--- src/rtl/pmu_ua_pkg.sv ---
package pmu_ua_pkg;

   localparam int LVL_W  = 2;
   localparam int KIND_W = 3;
   localparam int CTL_W  = 4;

   typedef enum logic [KIND_W-1:0] {
      K_EVT_DIRECT   = 3'd0,
      K_EVT_INDIRECT = 3'd1,
      K_CNT_SELECT   = 3'd2,
      K_CYCLE        = 3'd3,
      K_SOFT_INC     = 3'd4,
      K_INT_ENABLE   = 3'd5,
      K_OTHER_A      = 3'd6,
      K_OTHER_B      = 3'd7
   } kind_e;

   // Packed field order gives bit 3 down to bit 0.
   typedef struct packed {
      logic evt_rd;
      logic cyc_rd;
      logic inc_wr;
      logic glb;
   } ctl_t;

   typedef struct packed {
      logic             valid;
      logic [LVL_W-1:0] level;
      kind_e            kind;
      logic             write;
      logic             narrow;
      logic             dword;
      logic             hyp_on;
      logic             hyp_route;
   } req_t;

   typedef enum logic [1:0] {
      V_NONE  = 2'd0,
      V_ALLOW = 2'd1,
      V_TRAP  = 2'd2,
      V_UNDEF = 2'd3
   } verdict_e;

endpackage

--- src/rtl/ua_ctl_reg.sv ---
module ua_ctl_reg
   import pmu_ua_pkg::*;
#(
   parameter int REG_W = 64
) (
   input  logic             clk,
   input  logic             rst_n,
   input  logic             load_i,
   input  logic [REG_W-1:0] data_i,
   output ctl_t             ctl_o,
   output logic [REG_W-1:0] view_o
);

   localparam int PAD_W = REG_W - CTL_W;

   ctl_t ctl_q;

   always_ff @(posedge clk or negedge rst_n) begin
      if (!rst_n) begin
         ctl_q <= '0;
      end else if (load_i) begin
         ctl_q <= ctl_t'(data_i[CTL_W-1:0]);
      end
   end

   assign ctl_o = ctl_q;

   generate
      if (PAD_W > 0) begin : g_pad
         assign view_o = {{PAD_W{1'b0}}, ctl_q};
      end else begin : g_nopad
         assign view_o = ctl_q;
      end
   endgenerate

endmodule

--- src/rtl/ua_req_stage.sv ---
module ua_req_stage
   import pmu_ua_pkg::*;
#(
   parameter bit IN_REG = 1'b1
) (
   input  logic clk,
   input  logic rst_n,
   input  req_t req_i,
   output req_t req_o
);

   generate
      if (IN_REG) begin : g_reg
         req_t req_q;
         always_ff @(posedge clk or negedge rst_n) begin
            if (!rst_n) begin
               req_q <= '0;
            end else begin
               req_q <= req_i;
            end
         end
         assign req_o = req_q;
      end else begin : g_wire
         assign req_o = req_i;
      end
   endgenerate

endmodule

--- src/rtl/ua_verdict.sv ---
module ua_verdict
   import pmu_ua_pkg::*;
#(
   parameter int USER_LVL = 0
) (
   input  req_t     req_i,
   input  ctl_t     ctl_i,
   output verdict_e verdict_o
);

   localparam logic [LVL_W-1:0] USER_L = LVL_W'(USER_LVL);

   logic privileged;
   logic open_all;

   assign privileged = (req_i.level != USER_L);
   assign open_all   = privileged || ctl_i.glb || (req_i.kind == K_INT_ENABLE);

   always_comb begin
      verdict_o = V_NONE;
      if (req_i.valid) begin
         if (open_all) begin
            verdict_o = V_ALLOW;
         end else begin
            case (req_i.kind)
               K_EVT_DIRECT, K_EVT_INDIRECT:
                  verdict_o = (ctl_i.evt_rd && !req_i.write) ? V_ALLOW : V_TRAP;
               K_CNT_SELECT:
                  verdict_o = ctl_i.evt_rd ? V_ALLOW : V_TRAP;
               K_CYCLE:
                  verdict_o = (ctl_i.cyc_rd && !req_i.write) ? V_ALLOW : V_TRAP;
               K_SOFT_INC: begin
                  if (!req_i.write) begin
                     verdict_o = V_UNDEF;
                  end else begin
                     verdict_o = ctl_i.inc_wr ? V_ALLOW : V_TRAP;
                  end
               end
               default:
                  verdict_o = V_TRAP;
            endcase
         end
      end
   end

endmodule

--- src/rtl/ua_route.sv ---
module ua_route
   import pmu_ua_pkg::*;
#(
   parameter int SYN_W         = 6,
   parameter int TGT_BASE      = 1,
   parameter int TGT_HYP       = 2,
   parameter int SYN_WIDE      = 'h18,
   parameter int SYN_NARROW    = 'h03,
   parameter int SYN_NARROW_DW = 'h04
) (
   input  req_t             req_i,
   input  verdict_e         verdict_i,
   output logic [LVL_W-1:0] tgt_o,
   output logic [SYN_W-1:0] syn_o
);

   localparam logic [LVL_W-1:0] TGT_B = LVL_W'(TGT_BASE);
   localparam logic [LVL_W-1:0] TGT_H = LVL_W'(TGT_HYP);
   localparam logic [SYN_W-1:0] S_W   = SYN_W'(SYN_WIDE);
   localparam logic [SYN_W-1:0] S_N   = SYN_W'(SYN_NARROW);
   localparam logic [SYN_W-1:0] S_ND  = SYN_W'(SYN_NARROW_DW);

   logic is_trap;
   logic to_hyp;
   logic pair_xfer;

   assign is_trap   = (verdict_i == V_TRAP);
   assign to_hyp    = req_i.hyp_on && req_i.hyp_route;
   assign pair_xfer = req_i.dword && (req_i.kind == K_CYCLE);

   always_comb begin
      tgt_o = '0;
      syn_o = '0;
      if (is_trap) begin
         tgt_o = to_hyp ? TGT_H : TGT_B;
         if (!req_i.narrow) begin
            syn_o = S_W;
         end else begin
            syn_o = pair_xfer ? S_ND : S_N;
         end
      end
   end

endmodule

--- src/rtl/pmu_user_gate.sv ---
module pmu_user_gate
   import pmu_ua_pkg::*;
#(
   parameter int REG_W         = 64,
   parameter int SYN_W         = 6,
   parameter int USER_LVL      = 0,
   parameter int TGT_BASE      = 1,
   parameter int TGT_HYP       = 2,
   parameter int SYN_WIDE      = 'h18,
   parameter int SYN_NARROW    = 'h03,
   parameter int SYN_NARROW_DW = 'h04,
   parameter bit IN_REG        = 1'b1
) (
   input  logic             clk,
   input  logic             rst_n,
   input  logic             ctl_load_i,
   input  logic [REG_W-1:0] ctl_data_i,
   output logic [REG_W-1:0] ctl_view_o,
   input  logic             req_valid_i,
   input  logic [1:0]       req_level_i,
   input  logic [2:0]       req_kind_i,
   input  logic             req_write_i,
   input  logic             req_narrow_i,
   input  logic             req_dword_i,
   input  logic             hyp_present_i,
   input  logic             hyp_route_i,
   output logic             allow_o,
   output logic             trap_o,
   output logic             undef_o,
   output logic [1:0]       tgt_level_o,
   output logic [SYN_W-1:0] syndrome_o
);

   localparam int SYN_MAX = 1 << SYN_W;
   localparam int LVL_MAX = 1 << LVL_W;

   generate
      if (REG_W < CTL_W) begin : g_bad_reg_w
         $error("REG_W must hold the four control bits");
      end
      if (SYN_WIDE >= SYN_MAX || SYN_NARROW >= SYN_MAX || SYN_NARROW_DW >= SYN_MAX) begin : g_bad_syn
         $error("a syndrome code does not fit in SYN_W bits");
      end
      if (USER_LVL >= LVL_MAX || TGT_BASE >= LVL_MAX || TGT_HYP >= LVL_MAX) begin : g_bad_lvl
         $error("a level value does not fit in the level field");
      end
   endgenerate

   ctl_t     ctl;
   req_t     req_in;
   req_t     req_cur;
   verdict_e verdict;

   always_comb begin
      req_in           = '0;
      req_in.valid     = req_valid_i;
      req_in.level     = req_level_i;
      req_in.kind      = kind_e'(req_kind_i);
      req_in.write     = req_write_i;
      req_in.narrow    = req_narrow_i;
      req_in.dword     = req_dword_i;
      req_in.hyp_on    = hyp_present_i;
      req_in.hyp_route = hyp_route_i;
   end

   ua_ctl_reg #(.REG_W(REG_W)) u_ctl (
      .clk    (clk),
      .rst_n  (rst_n),
      .load_i (ctl_load_i),
      .data_i (ctl_data_i),
      .ctl_o  (ctl),
      .view_o (ctl_view_o)
   );

   ua_req_stage #(.IN_REG(IN_REG)) u_stage (
      .clk   (clk),
      .rst_n (rst_n),
      .req_i (req_in),
      .req_o (req_cur)
   );

   ua_verdict #(.USER_LVL(USER_LVL)) u_verdict (
      .req_i     (req_cur),
      .ctl_i     (ctl),
      .verdict_o (verdict)
   );

   ua_route #(
      .SYN_W         (SYN_W),
      .TGT_BASE      (TGT_BASE),
      .TGT_HYP       (TGT_HYP),
      .SYN_WIDE      (SYN_WIDE),
      .SYN_NARROW    (SYN_NARROW),
      .SYN_NARROW_DW (SYN_NARROW_DW)
   ) u_route (
      .req_i     (req_cur),
      .verdict_i (verdict),
      .tgt_o     (tgt_level_o),
      .syn_o     (syndrome_o)
   );

   assign allow_o = (verdict == V_ALLOW);
   assign trap_o  = (verdict == V_TRAP);
   assign undef_o = (verdict == V_UNDEF);

endmodule

--- config.mk ---
export PLATFORM = sky130hd
export DESIGN_NAME = pmu_user_gate
export DESIGN_NICKNAME = d
export VERILOG_FILES = /design/src/rtl/pmu_ua_pkg.sv /design/src/rtl/ua_ctl_reg.sv /design/src/rtl/ua_req_stage.sv /design/src/rtl/ua_verdict.sv /design/src/rtl/ua_route.sv /design/src/rtl/pmu_user_gate.sv
export SDC_FILE = /design/constraint.sdc
export NUM_CORES = 1
export LEC_CHECK = 0
export BUFFER_PORTS_ARGS = -buffer_cell sky130_fd_sc_hd__buf_4
export CAP_MARGIN = 5
export CORE_MARGIN = 10
export CORE_UTILIZATION = 25
export DETAILED_ROUTE_END_ITERATION = 16
export PLACE_DENSITY = 0.72
export SETUP_SLACK_MARGIN = 0.1
export SLEW_MARGIN = 30
export SYNTH_ARGS = -nofsm -noshare
export SYNTH_HDL_FRONTEND = slang
export SYNTH_SLANG_ARGS = --single-unit
--- constraint.sdc ---
create_clock -name clk -period 4.9 [get_ports clk]
set_clock_uncertainty 0.1 [all_clocks]
set_input_delay 0.735 -clock clk [delete_from_list [all_inputs] [get_ports clk]]
set_output_delay 0.735 -clock clk [all_outputs]
set_load 0.01 [all_outputs]
==> flow_metrics.env <==
export IMPL_cts_max_level=1
export IMPL_fin_crit_sh=0.536
export IMPL_clock_sinks=15
export IMPL_crit_required_ps=4070
export IMPL_antenna_found_initial=0
export IMPL_synth_most_common_cell="buf_4"
export IMPL_routed_via_density=3.36
export IMPL_cap_violations=0
export IMPL_start_kind="flop"
export IMPL_num_antenna_cells=0
export IMPL_hold_ws_ps=223
export IMPL_wl_per_cell_um=11.6
export IMPL_ctsHoldBuffers=0
export IMPL_drtIter0Drc=6
export IMPL_cp_end_kind="output pin"
export IMPL_cts_clk_slew_worst_paths_ps=60
export IMPL_critPathKind="flop to output pin"
export IMPL_cts_tree="done"
export IMPL_yosys_register_bits=15
export IMPL_synthFlopType="dfrtp_1"
export IMPL_vias=651
export IMPL_power_total_w=0.000299
export IMPL_finalCriticalPeriod_ps=2620
export IMPL_ys_seq_area_frac=0.341
export IMPL_yosysTopAreaCellShare=0.430
export IMPL_clock_path_buffers=2
export IMPL_postLayoutCellArea_um2=1190
export IMPL_tns_ps=0
export IMPL_synthArstFlopShare=1.00
export IMPL_pwr_density_cell_nw_per_um2=250
export IMPL_cts_root_buf="clkbuf_8"
export IMPL_rows=24
export IMPL_io_buffers=31
export IMPL_place_hpwl_um=2060
export IMPL_area_growth_syn_to_layout_pct=8.65
export IMPL_grt_total_usage=0.0579
export IMPL_rsz0062_at_grt="no"
export IMPL_numCtsBuffers=3
export IMPL_grt_pass1_vias=756
export IMPL_synth_edf_count=0
export IMPL_synth_area_um2=1100
export IMPL_yosysUniqueCellTypes=25
export IMPL_hold_path_class="input port to asynchronous set/reset pin"
export IMPL_coreArea_um2=4290
export IMPL_fmax_ghz=0.381
export IMPL_start_util=0.256
export IMPL_grt_pass1_wl_um=3460
export IMPL_finalSetupViolCount=0
export IMPL_avgSynthCellArea_um2=10.0
export IMPL_drive_gt1_frac=0.282
export IMPL_ant_nets=0
export IMPL_ios=153
export IMPL_synth_common_cells="buf_4, dfrtp_1, nor3_1"
export IMPL_grt_ovfl_total=0
export IMPL_status="completed"
export IMPL_grt_max_degree=16
export IMPL_layout_nets=221
export IMPL_ys_warn_count=0
export IMPL_dieArea_um2=7450
export IMPL_dpl_cell_area_um2=1150
export IMPL_cp_max_fo=8
export IMPL_finalHoldViolations=0
export IMPL_ir_drop_v=0.000180
export IMPL_cts_resized_gates=0
export IMPL_critPathArrivalTime_ps=1790
export IMPL_drt_first_pass_iters=2
export IMPL_synthCells=110
export IMPL_drv_slew=0
export IMPL_die_h_um=86.3
export IMPL_postCtsSetupRepairBufs=0
export IMPL_clk_latency_ps=250
export IMPL_fin_util=0.278
export IMPL_yosys_area_top_type="buf_4"
export IMPL_finalWirelength_um=2240
export IMPL_die_w_um=86.3
export IMPL_synth_area_leaders="buf_4, dfrtp_1, mux2_1"
export IMPL_gp_congestion=0.684
export IMPL_leakage_nw=0.634
export IMPL_drc=0
==> path summary, 6_finish.rpt <==
check                                 start                 to  slack [ps]  cells after the start
hold / removal                        rst_n   u_stage.req_o[8]         220                      1
max in group asynchronous             rst_n  u_stage.req_o[10]        4310                      1
hold reg to reg              u_ctl.ctl_o[2]     u_ctl.ctl_o[2]         430                      1
setup reg to reg             u_ctl.ctl_o[3]     u_ctl.ctl_o[3]        3970                      1
min in group clk             u_ctl.ctl_o[2]     u_ctl.ctl_o[2]         430                      1
setup / recovery           u_stage.req_o[5]      syndrome_o[0]        2280                      5
==> layout by cell type, fill, tap and decap left out, drive strengths merged <==
cell,netlist,routed
nor2b,2,2
clkbuf,0,4
dfrtp,15,15
nor3b,2,2
nand3b,1,1
nor2,2,2
nor3,5,5
and3b,1,1
or4,1,1
conb,1,61
o221ai,1,1
o22ai,1,1
nor4b,1,1
o31ai,1,1
inv,2,2
buf,63,31
o21a,1,1
nand2b,1,1
mux2,4,4
a21oi,1,1
nand2,2,2
and2,1,1
and4b,1,1
==> through the flow <==
| step | setup slack [ps] | std cells |
|---|---|---|
| after floorplan | 2480 | 170 |
| after global placement | 2550 | 190 |
| after detailed placement | 2520 | 190 |
| after CTS | 2240 | 194 |
| after global routing | 2140 | 194 |
| final | 2280 | 194 |
==> kinds of logic after synthesis <==
group           Yosys count  share of synthesized area
buf+inv                  65                      0.437
other cells               1                    0.00341
mux                       4                     0.0410
flops                    15                      0.341
simple gates             20                      0.134
compound gates            5                     0.0432
==> layout make-up <==
| class | count | area, µm² |
|---|---|---|
| inverters | 2 | 7.51 |
| well taps | 52 | 65.1 |
| multi-input cells | 90 | 469 |
| clock buffers | 4 | 45.0 |
| flip-flops and latches | 15 | 375 |
| fillers | 461 | 3100 |
| repair buffers | 31 | 233 |
==> state kept, by name (all words and copies together) (netlist names) <==
| name | flops |
|---|---|
| u_stage.req_o | 11 |
| u_ctl.ctl_o | 4 |
==> critical path, stage by stage, from the launching register on <==
cell and delay (ps):
dfrtp_1 430, and4b_1 230, nor3_2 200, o221ai_2 200, nor3_1 300, buf_4 180
==> metal layers <==
metal  up-vias  part of all wire  track usage
met5         -                 0            0
met1       284              0.26       0.0398
met3         5              0.27       0.0629
met4         0             0.033       0.0530
met2        66              0.43       0.0846
li1        296                 -            -
==> where the power goes <==
part / switching, W / internal (W) / total (W) / leakage [nW]
combinational: 0.0000390 / 0.0000226 / 0.0000616 / 0.436
clock: 0.0000405 / 0.0000576 / 0.0000981 / 0.0228
sequential: 0.00000753 / 0.000132 / 0.000140 / 0.175
total: 0.0000870 / 0.000212 / 0.000299 / 0.634
Power figures use the tool's default switching activity.
